$ cat src/rtl/pio_pkg.sv
// Package: register addresses shared by the pin bank and its bench.
// Assumes a 5-bit byte address; only word-aligned addresses decode.
package pio_pkg;
    localparam int ADDR_W = 5;
    localparam logic [ADDR_W-1:0] A_LEVEL  = 5'h00;
    localparam logic [ADDR_W-1:0] A_DIR    = 5'h04;
    localparam logic [ADDR_W-1:0] A_BLINK  = 5'h08;
    localparam logic [ADDR_W-1:0] A_INVERT = 5'h0C;
    localparam logic [ADDR_W-1:0] A_DIN    = 5'h10;
    localparam logic [ADDR_W-1:0] A_CAUSE  = 5'h14;
    localparam logic [ADDR_W-1:0] A_EMASK  = 5'h18;
    localparam logic [ADDR_W-1:0] A_LMASK  = 5'h1C;
endpackage

$ cat src/rtl/pio_sync.sv
// Module: two-flop synchronizer for a vector of asynchronous pad inputs.
// Assumes each bit is independent; no multi-bit coherence is implied.
module pio_sync #(
    parameter int W = 32
) (
    input  logic         clk,
    input  logic         rst_n,
    input  logic [W-1:0] d,
    output logic [W-1:0] q
);
    logic [W-1:0] meta_q;

    // Two register stages, cleared by reset.
    always_ff @(posedge clk) begin
        if (!rst_n) begin
            meta_q <= '0;
            q      <= '0;
        end else begin
            meta_q <= d;
            q      <= meta_q;
        end
    end
endmodule

$ cat src/rtl/pio_blink.sv
// Module: free-running blink phase generator.
// The phase starts low at reset and inverts every HALF clock cycles.
// Assumes HALF >= 1.
module pio_blink #(
    parameter int HALF = 5_000_000
) (
    input  logic clk,
    input  logic rst_n,
    output logic phase
);
    localparam int CW = (HALF > 1) ? $clog2(HALF) : 1;
    localparam logic [CW-1:0] LAST = CW'(HALF - 1);

    logic [CW-1:0] cnt_q;

    // Count cycles within a half period and flip the phase on wrap.
    always_ff @(posedge clk) begin
        if (!rst_n) begin
            cnt_q <= '0;
            phase <= 1'b0;
        end else if (cnt_q == LAST) begin
            cnt_q <= '0;
            phase <= ~phase;
        end else begin
            cnt_q <= cnt_q + 1'b1;
        end
    end

    p_phase_hold_r9: assert property (@(posedge clk) disable iff (!rst_n)
        (cnt_q != LAST) |=> $stable(phase))
        else $error("blink phase changed before its counter wrapped");
endmodule

$ cat src/rtl/pio_irq.sv
// Module: edge capture, per-source masking and group reduction.
// data_in is already synchronized and inverted where requested.
// Assumes NPIN is a multiple of GRP.
module pio_irq #(
    parameter int NPIN = 32,
    parameter int GRP  = 8
) (
    input  logic                clk,
    input  logic                rst_n,
    input  logic [NPIN-1:0]     data_in,
    input  logic                cause_we,
    input  logic [NPIN-1:0]     cause_wdata,
    input  logic [NPIN-1:0]     edge_en,
    input  logic [NPIN-1:0]     lvl_en,
    output logic [NPIN-1:0]     edge_pend,
    output logic [NPIN/GRP-1:0] irq_grp
);
    localparam int NGRP = NPIN / GRP;

    logic [NPIN-1:0] prev_q;
    logic [NPIN-1:0] rise;
    logic [NPIN-1:0] pin_cause;

    assign rise = data_in & ~prev_q;

    // Remember data-in and accumulate rising events; new events win over clears.
    always_ff @(posedge clk) begin
        if (!rst_n) begin
            prev_q    <= '0;
            edge_pend <= '0;
        end else begin
            prev_q    <= data_in;
            edge_pend <= (cause_we ? (edge_pend & cause_wdata) : edge_pend) | rise;
        end
    end

    // Per-pin cause: masked level OR masked pending edge.
    always_comb begin
        pin_cause = (data_in & lvl_en) | (edge_pend & edge_en);
    end

    for (genvar g = 0; g < NGRP; g++) begin : g_grp
        assign irq_grp[g] = |pin_cause[g*GRP +: GRP];
    end

    p_edge_sticky_r7: assert property (@(posedge clk) disable iff (!rst_n)
        !cause_we |=> (($past(edge_pend) & ~edge_pend) == '0))
        else $error("pending edge lost without a clearing write");

    p_rise_sets_r6: assert property (@(posedge clk) disable iff (!rst_n)
        (rise != '0) |=> (($past(rise) & ~edge_pend) == '0))
        else $error("rising data-in not captured");
endmodule

$ cat src/rtl/pio_bank.sv
// Module: 32-pin I/O bank top: register file, read mux, pad drive.
// Assumes bus_rdata is sampled by the master in the same cycle as bus_addr.
module pio_bank #(
    parameter int NPIN       = 32,
    parameter int GRP        = 8,
    parameter int BLINK_HALF = 5_000_000
) (
    input  logic                          clk,
    input  logic                          rst_n,
    input  logic [pio_pkg::ADDR_W-1:0]    bus_addr,
    input  logic                          bus_we,
    input  logic [NPIN-1:0]               bus_wdata,
    output logic [NPIN-1:0]               bus_rdata,
    input  logic [NPIN-1:0]               pad_in,
    output logic [NPIN-1:0]               pad_oe,
    output logic [NPIN-1:0]               pad_out,
    output logic [NPIN/GRP-1:0]           irq_grp
);
    import pio_pkg::*;

    logic [NPIN-1:0] level_q, dir_q, blink_q, inv_q, emask_q, lmask_q;
    logic [NPIN-1:0] sync_in, data_in, edge_pend;
    logic            phase;
    logic            cause_we;

    assign cause_we = bus_we && (bus_addr == A_CAUSE);
    assign data_in  = sync_in ^ inv_q;

    // Configuration registers, written at the clock edge.
    always_ff @(posedge clk) begin
        if (!rst_n) begin
            level_q <= '0;
            dir_q   <= '0;
            blink_q <= '0;
            inv_q   <= '0;
            emask_q <= '0;
            lmask_q <= '0;
        end else if (bus_we) begin
            case (bus_addr)
                A_LEVEL:  level_q <= bus_wdata;
                A_DIR:    dir_q   <= bus_wdata;
                A_BLINK:  blink_q <= bus_wdata;
                A_INVERT: inv_q   <= bus_wdata;
                A_EMASK:  emask_q <= bus_wdata;
                A_LMASK:  lmask_q <= bus_wdata;
                default:  ;
            endcase
        end
    end

    // Read mux; data-in and cause are live, unused addresses read zero.
    always_comb begin
        case (bus_addr)
            A_LEVEL:  bus_rdata = level_q;
            A_DIR:    bus_rdata = dir_q;
            A_BLINK:  bus_rdata = blink_q;
            A_INVERT: bus_rdata = inv_q;
            A_DIN:    bus_rdata = data_in;
            A_CAUSE:  bus_rdata = edge_pend;
            A_EMASK:  bus_rdata = emask_q;
            A_LMASK:  bus_rdata = lmask_q;
            default:  bus_rdata = '0;
        endcase
    end

    // Pad drive: inputs float low, blinking outputs follow the phase.
    always_comb begin
        pad_oe  = ~dir_q;
        pad_out = ~dir_q & ((blink_q & {NPIN{phase}}) | (~blink_q & level_q));
    end

    pio_sync #(.W(NPIN)) u_sync (
        .clk   (clk),
        .rst_n (rst_n),
        .d     (pad_in),
        .q     (sync_in)
    );

    pio_blink #(.HALF(BLINK_HALF)) u_blink (
        .clk   (clk),
        .rst_n (rst_n),
        .phase (phase)
    );

    pio_irq #(.NPIN(NPIN), .GRP(GRP)) u_irq (
        .clk         (clk),
        .rst_n       (rst_n),
        .data_in     (data_in),
        .cause_we    (cause_we),
        .cause_wdata (bus_wdata),
        .edge_en     (emask_q),
        .lvl_en      (lmask_q),
        .edge_pend   (edge_pend),
        .irq_grp     (irq_grp)
    );

    p_input_quiet_r3: assert property (@(posedge clk) disable iff (!rst_n)
        ((pad_out & ~pad_oe) == '0))
        else $error("input pin drives a high level");

    p_irq_needs_mask_r8: assert property (@(posedge clk) disable iff (!rst_n)
        (irq_grp != '0) |-> ((emask_q | lmask_q) != '0))
        else $error("group interrupt with every mask clear");
endmodule

$ cat config.mk
export PLATFORM = sky130hd
export DESIGN_NAME = pio_bank
export DESIGN_NICKNAME = d
export VERILOG_FILES = /design/src/rtl/pio_pkg.sv /design/src/rtl/pio_sync.sv /design/src/rtl/pio_blink.sv /design/src/rtl/pio_irq.sv /design/src/rtl/pio_bank.sv
export SDC_FILE = /design/constraint.sdc
export NUM_CORES = 1
export LEC_CHECK = 0
export CORE_ASPECT_RATIO = 0.6
export CORE_MARGIN = 2
export CORE_UTILIZATION = 45
export CTS_BUF_LIST = sky130_fd_sc_hd__clkbuf_4 sky130_fd_sc_hd__clkbuf_8 sky130_fd_sc_hd__clkbuf_16
export CTS_CLUSTER_DIAMETER = 120
export DETAILED_ROUTE_END_ITERATION = 8
export GPL_TIMING_DRIVEN = 0
export PLACE_DENSITY = 0.66
export SYNTH_ARGS = -nofsm -noshare
export SYNTH_HDL_FRONTEND = slang
export SYNTH_SLANG_ARGS = --single-unit
$ cat constraint.sdc
create_clock -name clk -period 2.29 [get_ports clk]
set_input_delay 0.229 -clock clk [delete_from_list [all_inputs] [get_ports clk]]
set_output_delay 0.229 -clock clk [all_outputs]
set_load 0.05 [all_outputs]
==> results.md, run 1 <==
* DRC errors left at 0
* Row count at 52
* Synth top area share at 44.8%
* CTS buffer count at 35
* Root Driver: clkbuf_16
* Die ar. at 0.0357 mm^2
* Synth Net Count at 1,842
* Sequential share of power at 46.6%
* Hold path depth at 4
* Post-synth EDFFs at 0
* Routed wire per std cell at 24.7 um
* Worst reg2reg startpoint: u_blink.cnt_q[0]
* Layout cells sized above 1 at 11.1%
* Hold Path Class: primary input to flip-flop
* CP Capture Type: output port
* Number of max-cap violations at 0
* Max IR drop VDD at 0.514 mV
* Req. time, crit path at 2.06 ns
* CP Max Fanout at 10
* Worst R2R Path Depth at 5
* Sequential share of the synthesized area at 44.8%
* Status: completed
* Vias/cell at 5.90
* Storage cell area at 0.00689 mm^2
* Drt total wl at 60,800 um
* Die extent in x at 243 um
* Final GP Congestion at 0.967
* Pin count of the biggest net entering global routing at 16
* Pin slew with the least headroom to its limit at 1.05 ns
* Setup crit start: bus_addr[0]
* Int Power at 10.1 mW
* Worst Hold Slack at 0.246 ns
* Area of the multi-input gates at 0.00794 mm^2
* Synth top area cells: dfxtp_1 (45%), nand2_1 (10%), a21boi_0 (6.9%)
* Min Tclk post-route at 2.28 ns
* Post-synth cell types at 51
* P_sw at 3.22 mW
* Area Overhead vs Synth at 24.0%
* Initial antenna violation count at 0
* Cell family with most CP delay: buffers and inverters
* PortBufs at 168
* Switching part of the total at 24.2%
* Final slew viol count at 0
* Detailed Place HPWL at 41,800 um
* Clk_lat worst skew at 0.55 ns
* Synthesized area at 0.0154 mm^2
* WP depth at 7
* CTS max path bufs at 3
* Rel. slew slack at 30.0%
* Worst Clk Skew at 0.0181 ns
* Fill cells at 3,181
* Critical path's slowest cell: buf_2
* Iter 0 DRT Violations at 1,771
* Pre-antenna DRT Iters at 6
* Post-synth top area cell: dfxtp_1
* GRT overflow at 0
* Core area at 0.0337 mm^2
* TritonCTS clock tree: yes
* Ports at 172
* Vias in the first global route at 13,500
* Gate power share at 7.0%
* Clk pwr share at 46.4%
* Die height at 147 um
* Ys Warns at 0
* First-pass GRT wire length at 88,300 um
* Startpoint Class: primary input
* Largest stage delay, worst path at 0.39 ns
* Crit-path cells: clkdlybuf4s15_2, nor3_4, and2_1, buf_2, o2bb2ai_1, a2111o_1, clkbuf_4
* Initial cell density of the core at 45.6%
* Data arrival, critical path at 2.05 ns
* RSZ-0062 raised after global routing: true
* H-tree depth at 2
* Avg Inst Size Synth at 8.69 um^2
* Tcrit/Tclk final at 99.7%
* CP Buf/Inv Count at 3
* P per Cell Area at 700 mW/mm^2
* WS Path Type: primary input to output port
* Clk sinks at 344
* Crit path capture: bus_rdata[19]
* Routed Antenna Nets at 0
* Reg2Reg Setup Slack at 0.20 ns
* Final setup vio count at 0
* Synth Instances at 1,769
* Peak Freq at 438 MHz
* Fin util at 56.6%
* RR Endpoint: u_blink.cnt_q[22]
* Ys flop type: dfxtp_1
* Leak at 7.31 nW
* Final Hold Vio Count at 0
* Placed Cells at 2,396
* Async set or reset register ratio after synthesis at 0%
* Flip-flop and latch count after synthesis at 344
* Clock slew at reported path FFs at 0.07 ns
* Gr usage total at 33.4%
* Vias at 14,500
* Fin nets at 2,054
* Post-Layout Cell Count at 2,465
==> kinds of logic (layout without fill, tap and decap cells) <==
group / after synthesis / after routing / synth area share (%)
DFF: 344 / 344 / 44.8
xor gates and xnor gates: 47 / 47 / 2.68
and+or+nand+nor: 722 / 722 / 22.0
muxes: 63 / 63 / 4.12
other: 0 / 2 / 0
buffers and inverters: 162 / 397 / 4.32
adders and majority gates: 1 / 1 / 0.0813
AOI/OAI and AO/OA: 430 / 430 / 22.0
==> layout by cell type (no fill, tap or decap), drive strengths merged, types with 3 or more instances in the layout <==
| cell | instances |
|---|---|
| nand4 | 8 |
| clkinv | 5 |
| clkdlybuf4s50 | 96 |
| nand3 | 17 |
| o21a | 3 |
| dfxtp | 344 |
| nor4 | 8 |
| buf | 68 |
| a221oi | 13 |
| dlygate4sd2 | 5 |
| xnor2 | 13 |
| and2 | 101 |
| clkbuf | 163 |
| nand3b | 36 |
| mux2i | 61 |
| a22o | 67 |
| o2111ai | 3 |
| o21ai | 33 |
| a2111o | 27 |
| and3 | 10 |
| a21oi | 10 |
| a22oi | 16 |
| nor2b | 29 |
| nand2b | 6 |
| xor2 | 34 |
| nor2 | 57 |
| nand2 | 431 |
| or3 | 3 |
| o2bb2ai | 27 |
| nor3 | 10 |
| clkdlybuf4s15 | 14 |
| a21boi | 192 |
| bufinv | 4 |
| o211ai | 32 |
| inv | 41 |
==> layout make-up <==
type / count / share of cell area (%)
Buffer: 120 / 3.79
Sequential cell: 344 / 36.1
Inverter: 40 / 0.788
Timing Repair Buffer: 177 / 8.20
Multi-Input combinational cell: 1263 / 41.6
Clock buffer: 49 / 5.47
Tap cell: 459 / 3.01
Clock inverter: 11 / 0.945
Antenna cell: 2 / 0.0263
==> metal layers <==
layer  vias up  GRT usage [%]  wire length [um]  share of wire [%]
met5         -              0                 0                  0
met1      7033           49.9             27500                 45
met4         0           10.9              2020                3.3
met2       856           47.2             24300                 40
met3       135           7.71              7010                 12
li1       6511              -                 -                  -
==> metrics by stage <==
stage	worst slack [ns]	instance area [um^2]	TNS (ns)	total power, mW
2_1_floorplan	0.206	15400	0	6.74
3_3_place_gp	-1.78	17600	-132.99	7.21
3_5_place_dp	-1.80	17600	-139.11	7.22
4_1_cts	0.00137	19000	0	13.3
5_1_grt	-0.0187	19100	-0.0188	13.7
6_report	0.00793	19100	0	13.3
==> how the worst min path moves through the flow <==
stage                 startpoint                to
2_1_floorplan          pad_in[0]  u_sync.meta_q[0]
4_1_cts                    rst_n  u_blink.cnt_q[2]
6_report                   rst_n  u_blink.cnt_q[8]
3_3_place_gp   u_sync.meta_q[28]      u_sync.q[28]
3_5_place_dp    u_sync.meta_q[5]       u_sync.q[5]
5_1_grt                    rst_n  u_blink.cnt_q[6]
==> worst reg2reg max path, stage by stage (launching register included) <==
cell	delay (ns)
dfxtp_1	0.37
ha_1	0.22
nand3_1	0.28
or4_4	0.65
or3_1	0.35
a21oi_1	0.14
==> cells in the mapped netlist, types with 15 or more instances <==
cell         n
nor2b_1     29
mux2i_1     61
a21boi_0   142
o211ai_1    32
o21ai_0     33
a22oi_1     16
clkbuf_1    99
inv_1       40
nand3b_1    36
o2bb2ai_1   27
a21boi_1    50
dfxtp_1    344
buf_2       15
nor2_1      57
a22o_1      67
nand2_1    421
a2111o_1    27
xor2_1      34
and2_1      99
nand3_1     17
==> power by group through the flow <==
stage	logic, mW	clock network (mW)	registers, mW
after floorplan	0.428	0	6.31
after global placement	0.863	0	6.35
after detailed placement	0.872	0	6.35
after CTS	0.893	6.20	6.21
after global routing	0.971	6.45	6.23
final	0.931	6.19	6.22
==> repair_timing <==
action,in CTS,in global routing
endpoints found under the setup margin,93,65
pin swaps,5,4
buffers inserted,5,4
hold buffers,0,0
gates resized for setup,357,74
cloned,0,0
(Power assumes the default switching activity.)
==> run 2: changes to the inputs <==
--- a/config.mk
+++ b/config.mk
@@ -13,6 +13,8 @@
 export DETAILED_ROUTE_END_ITERATION = 8
 export GPL_TIMING_DRIVEN = 0
 export PLACE_DENSITY = 0.66
+export RECOVER_POWER = 50
+export SKIP_CTS_REPAIR_TIMING = 1
 export SYNTH_ARGS = -nofsm -noshare
 export SYNTH_HDL_FRONTEND = slang
 export SYNTH_SLANG_ARGS = --single-unit
==> constraint.sdc (replaced) <==
create_clock -name clk -period 2.29 [get_ports clk]
set_input_delay 0.229 -clock clk [delete_from_list [all_inputs] [get_ports clk]]
set_output_delay 0.229 -clock clk [all_outputs]
set_load 0.01 [all_outputs]
==> run 2 against run 1 <==
Effect of this change:
- the flow now finishes with violations (negative setup slack)
- register-to-register slack about the same
- sequential cell count unchanged
- first-iteration DRC count decreased by 3.0%
- fmax decreased by 6.9%
- sequential share of layout area decreased by 0.55 points
- setup slack got worse by 0.17 ns
- worst hold slack improved by 0.0046 ns
- critical endpoint is now bus_rdata[31]
- final cell count increased by 0.12%
- clock power about the same
- largest power group unchanged
==> results.md, run 2 (synthesized netlist as in run 1, its figures left out) <==
* Max IR drop VDD at 0.513 mV
* Crit-path cells: clkbuf_2, nor3_4, and2_0, clkbuf_1, clkbuf_4, a22o_1, a2111o_1, clkdlybuf4s50_1
* Area Overhead vs Synth at 26.0%
* Req. time, crit path at 2.06 ns
* Gr usage total at 33.3%
* Root Driver: clkbuf_16
* Clk_lat worst skew at 0.55 ns
* Layout cells sized above 1 at 8.37%
* Initial cell density of the core at 45.6%
* Iter 0 DRT Violations at 1,718
* Commonest non-fill, non-tap cell in the layout: nand2_1
* Row count at 52
* WS Path Type: primary input to output port
* CP Max Fanout at 10
* Clk sinks at 344
* Detailed Place HPWL at 41,800 um
* CTS buffer count at 35
* RSZ-0062 raised after global routing: true
* CP Buf/Inv Count at 4
* Final Hold Vio Count at 0
* CP Capture Type: output port
* Post-route design area at 0.0194 mm^2
* Initial antenna violation count at 0
* Die extent in x at 243 um
* PortBufs at 168
* TritonCTS clock tree: yes
* Setup TNS Final at -0.161 ns
* Final GP Congestion at 0.967
* Number of max-cap violations at 0
* Min Tclk post-route at 2.45 ns
* Tcrit/Tclk final at 107%
* Ports at 172
* Startpoint Class: primary input
* Setup ws final at -0.161 ns
* Failing checks: negative setup slack
* Critical path's slowest cell: clkdlybuf4s50_1
* Data arrival, critical path at 2.22 ns
* Status: complete, but fails checks
* Final setup vio count at 1
* Fin util at 57.5%
* H-tree depth at 2
* Clock slew at reported path FFs at 0.07 ns
* GRT overflow at 0
* Cell family with most CP delay: buffers and inverters
* Vias/cell at 5.89
* Commonest non-fill, non-tap cells in the layout: nand2_1 (421), dfxtp_1 (340), a21boi_0 (144), clkdlybuf4s50_1 (129), and2_1 (85)
* Area after DPL at 0.0176 mm^2
* Placement Setup Slack at -1.58 ns
* Largest stage delay, worst path at 0.50 ns
* CTS max path bufs at 3
* Worst Clk Skew at 0.0181 ns
* P per Cell Area at 687 mW/mm^2
* Rel. slew slack at 29.3%
* Vias at 14,500
* Die ar. at 0.0357 mm^2
* Leak at 7.80 nW
* Die height at 147 um
* Peak Freq at 408 MHz
* Vias in the first global route at 13,400
* Routed wire per std cell at 24.7 um
* Drt total wl at 60,900 um
* DRC errors left at 0
* Routed Antenna Nets at 0
* Core area at 0.0337 mm^2
* Pin count of the biggest net entering global routing at 16
* Pin slew with the least headroom to its limit at 1.06 ns
* Pre-antenna DRT Iters at 5
* Hold Path Class: primary input to flip-flop
* Fin nets at 2,057
* Final slew viol count at 0
* First-pass GRT wire length at 87,900 um
[run 2: worst reg2reg max path: stages (launching register included)]
cell	delay (ns)
dfxtp_1	0.37
ha_1	0.22
nand3_1	0.28
or4_4	0.65
or3_1	0.35
a21oi_1	0.15
[run 2: power by group]
| part | internal [mW] | switching [mW] |
|---|---|---|
| logic | 0.356 | 0.532 |
| clock network | 3.65 | 2.55 |
| registers | 6.12 | 0.104 |
[run 2: metal layers]
| metal | GRT usage, % | vias up | routed length [um] |
|---|---|---|---|
| li1 | - | 6519 | - |
| met1 | 49.8 | 7037 | 27500 |
| met2 | 46.9 | 855 | 24600 |
| met3 | 7.73 | 130 | 6960 |
| met4 | 10.6 | 0 | 1920 |
| met5 | 0 | - | 0 |
[run 2: worst paths after layout]
kind,slack (ns),end,from,cells past startpoint
worst max-delay path,-0.16,bus_rdata[31],bus_addr[1],8
worst min-delay path,0.25,u_blink.cnt_q[7],rst_n,4
worst max register to register,0.19,u_blink.cnt_q[22],u_blink.cnt_q[0],5
worst min register to register,0.43,u_sync.q[5],u_sync.meta_q[5],1
[run 2: area by class of cell]
cell class | instances | area, um^2
flip-flops and latches | 344 | 6890
repair buffers | 179 | 1830
inverters | 40 | 150
clock buffers | 49 | 1040
fillers | 3129 | 14300
plain buffers | 121 | 717
multi-input cells | 1263 | 7980
clock inverters | 11 | 180
diodes | 2 | 5.00
well taps | 459 | 574
[run 2: stage by stage]
step	power, mW	instances	hold WS, ns
floorplan	6.69	1769	0.356
global placement	7.16	2396	0.415
detailed placement	7.17	2396	0.418
CTS	13.2	2456	0.172
global route	13.6	2466	0.253
finish	13.3	2468	0.250
==> run 3: changes to the inputs <==
--- a/config.mk
+++ b/config.mk
@@ -9,11 +9,11 @@
 export CORE_MARGIN = 2
 export CORE_UTILIZATION = 45
 export CTS_BUF_LIST = sky130_fd_sc_hd__clkbuf_4 sky130_fd_sc_hd__clkbuf_8 sky130_fd_sc_hd__clkbuf_16
-export CTS_CLUSTER_DIAMETER = 120
 export DETAILED_ROUTE_END_ITERATION = 8
 export GPL_TIMING_DRIVEN = 0
 export PLACE_DENSITY = 0.66
 export RECOVER_POWER = 50
+export SETUP_SLACK_MARGIN = 0.1
 export SKIP_CTS_REPAIR_TIMING = 1
 export SYNTH_ARGS = -nofsm -noshare
 export SYNTH_HDL_FRONTEND = slang
==> run 3 against run 2 <==
Effect of this change:
- sequential power about the same
- critical endpoint is now bus_rdata[23]
- the flow now finishes without violations
- worst hold slack worse by 0.0018 ns
- setup slack better by 0.26 ns
==> results.md, run 3 (synthesized netlist as in run 1, its figures left out) <==
* DRC errors left at 0
* H-tree depth at 2
* Iter 0 DRT Violations at 1,946
* Reg2Reg Setup Slack at 0.20 ns
* Gate power share at 6.7%
* Peak Freq at 456 MHz
* CP Max Fanout at 10
* Detailed Place HPWL at 41,800 um
* Clock slew at reported path FFs at 0.07 ns
* Clk sinks at 344
* Data arrival, critical path at 1.96 ns
* Final slew viol count at 0
* Hold Crit Endpoint: u_blink.cnt_q[8]
* Vias in the first global route at 13,400
* Die extent in x at 243 um
* Worst reg2reg startpoint: u_blink.cnt_q[0]
* Area of the multi-input gates at 0.00800 mm^2
* Gr usage total at 33.3%
* RR Endpoint: u_blink.cnt_q[22]
* Fill cells at 3,118
* Grt peak-use layer: met1
* Req. time, crit path at 2.06 ns
* Row count at 52
* Worst Hold Slack at 0.249 ns
* Number of max-cap violations at 0
* Sequential share of power at 46.8%
* Die height at 147 um
* Switching part of the total at 23.9%
* GR Util met2 at 46.9%
* CP Capture Type: output port
* CTS buffer count at 35
* Hold Crit Start: rst_n
* RSZ-0062 raised after global routing: true
* Hold Path Class: primary input to flip-flop
* Commonest non-fill, non-tap cells in the layout: nand2_1 (421), dfxtp_1 (339), a21boi_0 (157), clkdlybuf4s50_1 (95), clkbuf_1 (78)
* First-pass GRT wire length at 87,900 um
* Leak at 8.18 nW
* Ports at 172
* Worst Clk Skew at 0.0197 ns
* CTS max path bufs at 3
* Fin util at 57.8%
* Initial antenna violation count at 0
* Int Power at 10.1 mW
* WS Path Type: primary input to output port
* Vias at 14,500
* Drt total wl at 61,000 um
* Pin count of the biggest net entering global routing at 16
* Core area at 0.0337 mm^2
* TritonCTS clock tree: yes
* Commonest non-fill, non-tap cell in the layout: nand2_1
* Met3 usage at 7.73%
* Storage cell area at 0.00689 mm^2
* Clk_lat worst skew at 0.55 ns
* Clk pwr share at 46.5%
* PortBufs at 168
* Hold path depth at 4
* Min Tclk post-route at 2.19 ns
* P per Cell Area at 683 mW/mm^2
* Met1 Use GR at 49.8%
* Max IR drop VDD at 0.512 mV
* Startpoint Class: primary input
* Final Hold Vio Count at 0
* Area Overhead vs Synth at 26.7%
* GRT overflow at 0
* Rel. slew slack at 31.3%
* Final setup vio count at 0
* Pre-antenna DRT Iters at 6
* Final GP Congestion at 0.967
* P_sw at 3.18 mW
* Routed Antenna Nets at 0
* Fin nets at 2,058
* Initial cell density of the core at 45.6%
* Status: completed
* Root Driver: clkbuf_16
* Vias/cell at 5.89
* Layout cells sized above 1 at 8.62%
* Die ar. at 0.0357 mm^2
* Pin slew with the least headroom to its limit at 1.03 ns
* Tcrit/Tclk final at 95.8%
* Routed wire per std cell at 24.7 um
* Worst R2R Path Depth at 5
run 3: cell count changes in the layout (fill, tap and decap cells not counted), sizes merged:
| cell | change |
|---|---|
| buf | -2 |
| clkbuf | +9 |
| clkdlybuf4s50 | -34 |
| diode | -1 |
| dlygate4sd3 | +6 |
| dlymetal6s2s | +22 |
run 3: metal layers:
layer	part of all wire [%]	up-vias	wire (um)
li1	-	6514	-
met1	44	6991	27100
met2	41	908	24700
met3	12	130	7190
met4	3.2	0	1970
met5	0	-	0
run 3: worst max-delay path by stage:
stage,start,to,depth (start not counted)
after floorplan,u_blink.cnt_q[0],u_blink.cnt_q[10],6
after global placement,bus_addr[4],bus_rdata[23],7
after detailed placement,bus_addr[4],bus_rdata[23],7
after CTS,bus_addr[4],bus_rdata[23],7
after global routing,bus_addr[2],level_q[9],7
final,bus_addr[4],bus_rdata[23],8
run 3: area by class of cell:
class                   count  share of cell area [%]
well taps                 459                    2.95
repair buffers            179                    9.57
multi-input cells        1263                    41.1
flip-flops and latches    344                    35.4
inverters                  40                   0.771
clock buffers              49                    5.35
diodes                      1                  0.0128
plain buffers             122                    3.96
clock inverters            11                   0.925
run 3: worst max-delay path: stages:
cell and delay (ns):
buf_2 0.16, nor3b_4 0.18, buf_4 0.15, nand2_1 0.12, clkbuf_4 0.30, o21ai_0 0.11
a2111o_1 0.51, dlymetal6s2s_1 0.21
run 3: metrics by stage:
step                      TNS (ns)  area (um^2)  worst slack, ns  cells  power, mW
after CTS                   -71.48        18900            -1.58   2456       13.2
final                            0        19500           0.0966   2468       13.3
after floorplan                  0        15400            0.429   1769       6.69
after global routing             0        19500           0.0460   2467       13.6
after detailed placement   -123.83        17600            -1.58   2396       7.17
after global placement     -117.72        17600            -1.56   2396       7.16
run 3: power groups by stage:
stage          clock (mW)  sequential, mW  combinational [mW]
5_1_grt              6.45            6.23               0.929
2_1_floorplan           0            6.31               0.382
3_3_place_gp            0            6.35               0.817
3_5_place_dp            0            6.35               0.826
4_1_cts              6.20            6.21               0.829
6_report             6.19            6.22               0.888
